===== config.mk =====
export PLATFORM = sky130hd
export DESIGN_NAME = ckpt_log
export DESIGN_NICKNAME = d
export VERILOG_FILES = /design/src/rtl/ckpt_log_pkg.sv /design/src/rtl/ckpt_log_store.sv /design/src/rtl/ckpt_log_ctrl.sv /design/src/rtl/ckpt_log.sv
export SDC_FILE = /design/constraint.sdc
export NUM_CORES = 2
export LEC_CHECK = 0
export BUFFER_PORTS_ARGS = -buffer_cell sky130_fd_sc_hd__buf_4
export CAP_MARGIN = 20
export CORE_MARGIN = 2
export CORE_UTILIZATION = 52
export DETAILED_ROUTE_END_ITERATION = 6
export PLACE_DENSITY = 0.7
export SLEW_MARGIN = 15
export SYNTH_ARGS = -nofsm -noshare
export SYNTH_HDL_FRONTEND = slang
export SYNTH_SLANG_ARGS = --single-unit
export TNS_END_PERCENT = 100

===== constraint.sdc =====
create_clock -name clk -period 17.4 [get_ports clk]
set_input_delay 3.48 -clock clk [delete_from_list [all_inputs] [get_ports clk]]
set_output_delay 3.48 -clock clk [all_outputs]
set_load 0.02 [all_outputs]

===== src/rtl/ckpt_log_pkg.sv =====
package ckpt_log_pkg;

  // What a commit request does in the cycle it is seen
  typedef enum logic [1:0] {
    ACT_NONE  = 2'd0,  // no request
    ACT_OPEN  = 2'd1,  // idle: boundary moves at once, drain begins
    ACT_DEFER = 2'd2   // batch in flight: remember boundary for later
  } commit_act_e;

endpackage


===== src/rtl/ckpt_log_store.sv =====
// Log storage: one write port from the snoop side, one asynchronous read
// port feeding the backup stream head.
module ckpt_log_store #(
  parameter int AW    = 16,
  parameter int DW    = 32,
  parameter int DEPTH = 64,
  localparam int IW   = $clog2(DEPTH),
  localparam int EW   = AW + DW
) (
  input  logic          clk,
  input  logic          we,
  input  logic [IW-1:0] widx,
  input  logic [AW-1:0] waddr,
  input  logic [DW-1:0] wdata,
  input  logic [IW-1:0] ridx,
  output logic [AW-1:0] raddr,
  output logic [DW-1:0] rdata
);

  logic [EW-1:0] slots [DEPTH];

  always_ff @(posedge clk) begin
    if (we) slots[widx] <= {waddr, wdata};
  end

  assign {raddr, rdata} = slots[ridx];

endmodule


===== src/rtl/ckpt_log_ctrl.sv =====
// Pointer control. Three positions on one ring:
//   rd_q   : next entry to send to the backup
//   mark_q : end of the committed region (send while rd_q != mark_q)
//   wr_q   : next free slot for a snooped write
// A commit seen while a batch is in flight parks its boundary in pmark_q.
module ckpt_log_ctrl
  import ckpt_log_pkg::*;
#(
  parameter int DEPTH = 64,
  localparam int IW   = $clog2(DEPTH),
  localparam int PW   = IW + 1
) (
  input  logic          clk,
  input  logic          rst_n,
  input  logic          snp_valid,
  input  logic          commit,
  input  logic          failover,
  input  logic          bk_ready,
  output logic          wr_en,
  output logic [IW-1:0] wr_idx,
  output logic [IW-1:0] rd_idx,
  output logic          bk_valid,
  output logic          overflow,
  output logic          pend,
  output logic [PW-1:0] fill
);

  localparam logic [PW-1:0] FULL_L = PW'(DEPTH);
  localparam logic [PW-1:0] LAST_L = PW'(DEPTH - 1);

  logic [PW-1:0] wr_q, rd_q, mark_q, pmark_q;
  logic          pend_q, ovf_q;

  logic [PW-1:0] wr_adv, back_to, mark_n, pmark_n;
  logic          full, accept, force_c, creq, busy, apply, pop, pend_n, ovf_n;
  commit_act_e   act;

  always_comb begin
    fill    = wr_q - rd_q;
    full    = (fill == FULL_L);
    accept  = snp_valid && !full;
    wr_adv  = wr_q + PW'(accept);
    force_c = accept && (fill == LAST_L);
    creq    = commit || force_c;
    busy    = (rd_q != mark_q);
    pop     = busy && bk_ready;
    apply   = pend_q && !busy;

    if (!creq)               act = ACT_NONE;
    else if (busy || pend_q) act = ACT_DEFER;
    else                     act = ACT_OPEN;

    // Where the write pointer falls back to on failover
    if (creq)        back_to = wr_adv;
    else if (pend_q) back_to = pmark_q;
    else             back_to = mark_q;

    mark_n  = mark_q;
    pmark_n = pmark_q;
    pend_n  = pend_q;
    if (apply) begin
      mark_n = pmark_q;
      pend_n = 1'b0;
    end
    case (act)
      ACT_OPEN:  mark_n = wr_adv;
      ACT_DEFER: begin
        pend_n  = 1'b1;
        pmark_n = wr_adv;
      end
      default: ;
    endcase

    if (failover)                        ovf_n = 1'b0;
    else if (force_c || (snp_valid && full)) ovf_n = 1'b1;
    else                                 ovf_n = ovf_q;
  end

  always_ff @(posedge clk) begin
    if (!rst_n) begin
      wr_q    <= '0;
      rd_q    <= '0;
      mark_q  <= '0;
      pmark_q <= '0;
      pend_q  <= 1'b0;
      ovf_q   <= 1'b0;
    end else begin
      rd_q    <= rd_q + PW'(pop);
      wr_q    <= failover ? back_to : wr_adv;
      mark_q  <= mark_n;
      pmark_q <= pmark_n;
      pend_q  <= pend_n;
      ovf_q   <= ovf_n;
    end
  end

  assign wr_en    = accept;
  assign wr_idx   = wr_q[IW-1:0];
  assign rd_idx   = rd_q[IW-1:0];
  assign bk_valid = busy;
  assign overflow = ovf_q;
  assign pend     = pend_q;

endmodule


===== src/rtl/ckpt_log.sv =====
// Checkpoint write log: collects snooped data-memory writes per interval
// and replays each committed interval to the backup memory in order.
// DEPTH must be a power of two.
module ckpt_log #(
  parameter int DEPTH = 64,
  parameter int AW    = 16,
  parameter int DW    = 32,
  localparam int IW   = $clog2(DEPTH),
  localparam int PW   = IW + 1
) (
  input  logic          clk,
  input  logic          rst_n,
  input  logic          snp_valid,
  input  logic [AW-1:0] snp_addr,
  input  logic [DW-1:0] snp_data,
  input  logic          commit,
  input  logic          failover,
  output logic          bk_valid,
  input  logic          bk_ready,
  output logic [AW-1:0] bk_addr,
  output logic [DW-1:0] bk_data,
  output logic          overflow
);

  logic          wr_en;
  logic [IW-1:0] wr_idx, rd_idx;
  logic          pend_w;
  logic [PW-1:0] fill_w;

  ckpt_log_ctrl #(.DEPTH(DEPTH)) u_ctrl (
    .clk      (clk),
    .rst_n    (rst_n),
    .snp_valid(snp_valid),
    .commit   (commit),
    .failover (failover),
    .bk_ready (bk_ready),
    .wr_en    (wr_en),
    .wr_idx   (wr_idx),
    .rd_idx   (rd_idx),
    .bk_valid (bk_valid),
    .overflow (overflow),
    .pend     (pend_w),
    .fill     (fill_w)
  );

  ckpt_log_store #(.AW(AW), .DW(DW), .DEPTH(DEPTH)) u_store (
    .clk  (clk),
    .we   (wr_en),
    .widx (wr_idx),
    .waddr(snp_addr),
    .wdata(snp_data),
    .ridx (rd_idx),
    .raddr(bk_addr),
    .rdata(bk_data)
  );

endmodule


==> results.md <==
### Clock tree
- 3102 — number of sinks on the clock net
- 4 — clock tree buffer depth
- yes — CTS tree
- 0 — number of gates given a new drive strength after cts
- 0.95 ns — clock network latency to the later pin of the worst-skew pair
- 0 — hold buffer count at CTS
- 0.06 ns — clock-pin slew reported for the worst setup and hold paths after clock tree synthesis
- 0 — buffers inserted during post-CTS setup optimization
- sky130_fd_sc_hd__clkbuf_16 — root buffer cell
- 5 — H-tree depth
- 318 — number of buffers inserted during clock tree synthesis

### Floorplan
- 175 — standard-cell rows
- 480.9 microns — Die X-Extent
- 226800 sq um — area of the placeable core
- 0.5213 — initial cell density of the core
- 480.9 microns — die outline height
- 231200 sq um — total die area
- 104 — IO Count

### Run status
- finished, final reports clean — status

### Routing
- 300400 microns — Routed WL
- 8188 — Iteration-0 DRC Markers
- 6.755 — average vias per placed instance
- 6 — number of detailed-route iterations in the first pass
- 36.74 microns — detailed-route wire length per cell
- 55230 — via count
- 0 — DR DRC count
- 0 — number of nets with antenna violations after routing

### Global routing
- 0.2606 — overall routing resource usage
- 12 — initial antenna violation count
- 148 — largest net degree at the start of global routing
- 0 — total overflow reported by the global router
- 420100 microns — first-pass GRT wire length
- 54830 — via count of the first global-routing pass

### Job
- 0 — number of violations of the max-capacitance limit

### Worst setup path
- 13.92 ns — required time of the worst setup path
- output pin — Worst Setup End Kind
- register — sort of element at the start of the critical path
- buffers and inverters — cell family with most CP delay
- buf_4 > buf_4 > buf_4 > mux4_2 > mux4_2 > mux4_2 > buf_4 — worst path cell trace
- 6.21 ns — critical path data arrival time
- 4 — worst path buffer plus inverter count
- reg2out — path type of the worst setup path
- 46 — Worst Path Max Fanout
- 0.84 ns — CP max stage delay
- sky130_fd_sc_hd__buf_4 — most repeated library cell on the critical path
- sky130_fd_sc_hd__buf_4 — standard cell with the maximum stage delay on the critical path

### Yosys
- 3072 — number of synthesized flops with an enable pin
- sky130_fd_sc_hd__edfxtp_1 (78%), sky130_fd_sc_hd__mux4_2 (19%), sky130_fd_sc_hd__dfxtp_1 (0.51%) — dominant cells by area after synthesis
- 4636 — Post-Synthesis Cells
- 4701 — syn_nets
- 3102 — synthesized flop and latch total
- 0.002624 — post-synthesis compound-gate area fraction
- multiplexers — largest family of logic cells by synthesized area
- 118300 sq um — Post-Syn Area
- 0.7801 — fraction of synthesized cell area taken by the top area cell type
- sky130_fd_sc_hd__edfxtp_1 — cell type contributing the most total cell area after synthesis
- 0.1931 — fraction of synthesized area in multiplexers
- 0.001312 — adder-cell area share of the yosys netlist
- 0.7852 — sequential share of the synthesized area
- 0 — Yosys Warn Count
- 0.007110 — area fraction in and, or, nand and nor cells after synthesis
- 0.001555 — area share of xor/xnor cells in the synthesized design
- sky130_fd_sc_hd__edfxtp_1 — most used flip-flop cell after synthesis
- 0 — proportion of synthesized flip-flops having asynchronous set or reset
- 47 — unique cell type count in the Yosys netlist
- 25.51 sq um — syn_area_per_cell

### Layout
- 0.3345 — fraction of final layout cells with drive strength greater than 1
- 15480 — count of fill cells added during filler insertion
- 5008 — number of nets at the end of the flow
- 12.36% — area delta synth->final
- 132900 sq um — final std cell area, no fill

### Placed design
- 0.7897 — gp weighted congestion
- 146000 microns — total half-perimeter wirelength after legalization and detailed placement
- 123400 sq um — total cell area at the placement stage
- 103 — I/O Buffers

### STA
- 0.06377 ns — Worst Skew
- 0.2008 — Max transition margin
- 0.1032 GHz — FMAX
- 9.695 ns — Period minus WS final
- 0 — count of final max-slew check failures
- 0.4545 ns — worst hold slack after final layout
- 0 — Hold Vio Cnt, Final
- 0 — Setup violations, final
- 1.199 ns — Slew @ Worst Pin
- 0.5572 — final worst path period share
- 0 ns — Sum Neg Setup Slack
- false — unrepaired setup endpoints after global routing

### Pwr
- 0.0001062 V — Worst IR Drop VDD
- 131.0 nW/um^2 — P per Cell Area
- 40.10 nW — standby leakage power

### Min path
- reg2reg — worst hold-check path type

==> kinds of logic (layout without fill, tap and decap cells) <==
kind of cell | count (synthesis) | after routing
other | 0 | 5
and+or+nand+nor | 165 | 165
xor gates and xnor gates | 21 | 21
AOI/OAI and AO/OA | 51 | 51
buffers and inverters | 264 | 791
adders and majority gates | 12 | 12
muxes | 1021 | 1021
DFF | 3102 | 3102
==> final timing paths <==
check / slack (ns) / depth (start not counted) / end / from
max: 7.71 / 7 / bk_data[27] / u_ctrl.rd_q[0]
min: 0.45 / 2 / u_ctrl.overflow / u_ctrl.overflow
max reg2reg: 10.48 / 12 / u_store.slots[52][4] / u_ctrl.rd_q[1]
min reg2reg: 0.45 / 2 / u_ctrl.overflow / u_ctrl.overflow
==> area by class of cell <==
| cell class | instances | area (sq um) | area share |
|---|---|---|---|
| antenna | 5 | 12.51 | 0.00009417 |
| clock buffer | 398 | 8364 | 0.06295 |
| clock inverter | 142 | 1106 | 0.008324 |
| inverter | 15 | 66.31 | 0.0004991 |
| multi-input combinational | 1270 | 24770 | 0.1864 |
| sequential | 3102 | 92860 | 0.6989 |
| tap | 3009 | 3765 | 0.02833 |
| timing repair buffer | 236 | 1924 | 0.01448 |
==> stage by stage <==
| stage | utilization | std cells | setup slack [ns] | power, mW |
|---|---|---|---|---|
| 2_1_floorplan | - | 4636 | 9.407 | 10.49 |
| 3_3_place_gp | 0.5436 | 7628 | 8.513 | 11.23 |
| 3_5_place_dp | 0.5439 | 7631 | 8.508 | 11.26 |
| 4_1_cts | 0.5856 | 8171 | 7.524 | 17.53 |
| 5_1_grt | 0.5857 | 8175 | 7.241 | 17.93 |
| 6_report | 0.5857 | 8177 | 7.705 | 17.41 |
==> cells in the final DEF, fill, tap and decap left out, drive strengths merged, types with 3 or more instances in the layout <==
master and instances:
nand3 13, nand3b 4, clkbuf 398, ha 10
a21oi 15, nand4 10, xor2 10, diode 5
clkinvlp 9, o21ai 18, nor3 20, mux2 5
xnor2 11, mux2i 8, bufinv 16, nor2b 7
nand2 20, nand4bb 3, inv 20, or3 4
a31oi 5, o211a 4, dfxtp 30, and3 9
edfxtp 3072, clkinv 112, nand4b 4, and2 10
nor2 55, buf 236, mux4 1008
==> Yosys cell counts, types with 13 or more instances <==
cell type	count
sky130_fd_sc_hd__nor3_1	20
sky130_fd_sc_hd__dfxtp_1	30
sky130_fd_sc_hd__clkbuf_1	145
sky130_fd_sc_hd__nand3_1	13
sky130_fd_sc_hd__nor2_1	54
sky130_fd_sc_hd__buf_1	50
sky130_fd_sc_hd__buf_2	50
sky130_fd_sc_hd__a21oi_1	15
sky130_fd_sc_hd__mux4_2	1008
sky130_fd_sc_hd__inv_1	13
sky130_fd_sc_hd__nand2_1	20
sky130_fd_sc_hd__edfxtp_1	3072
sky130_fd_sc_hd__o21ai_0	18
==> power breakdown <==
part	total (mW)	leakage, nW	switching, mW	internal, mW
registers	8.36	27.9	0.0578	8.30
logic	2.72	7.59	1.32	1.40
clock network	6.34	4.62	2.71	3.63
==> tightest hold or removal path, stage by stage, from the launching register on <==
cell and delay (ns):
sky130_fd_sc_hd__dfxtp_1 0.32, sky130_fd_sc_hd__inv_1 0.05, sky130_fd_sc_hd__a21oi_1 0.05
==> state kept, by name, summed over array words and instances, names as in the netlist <==
register and cells:
u_ctrl.pend 1, u_ctrl.rd_q 7, u_ctrl.overflow 1, u_store.slots 3072
u_ctrl.mark_q 7, u_ctrl.pmark_q 7, u_ctrl.wr_q 7
==> per-layer routing <==
metal | up-vias | share of wire | GRT usage
met5 | - | 0.00013 | 0
met3 | 657 | 0.10 | 0.04901
met1 | 30160 | 0.37 | 0.3616
li1 | 20960 | - | -
met4 | 6 | 0.038 | 0.09068
met2 | 3449 | 0.49 | 0.4207
(Power assumes the default switching activity.)
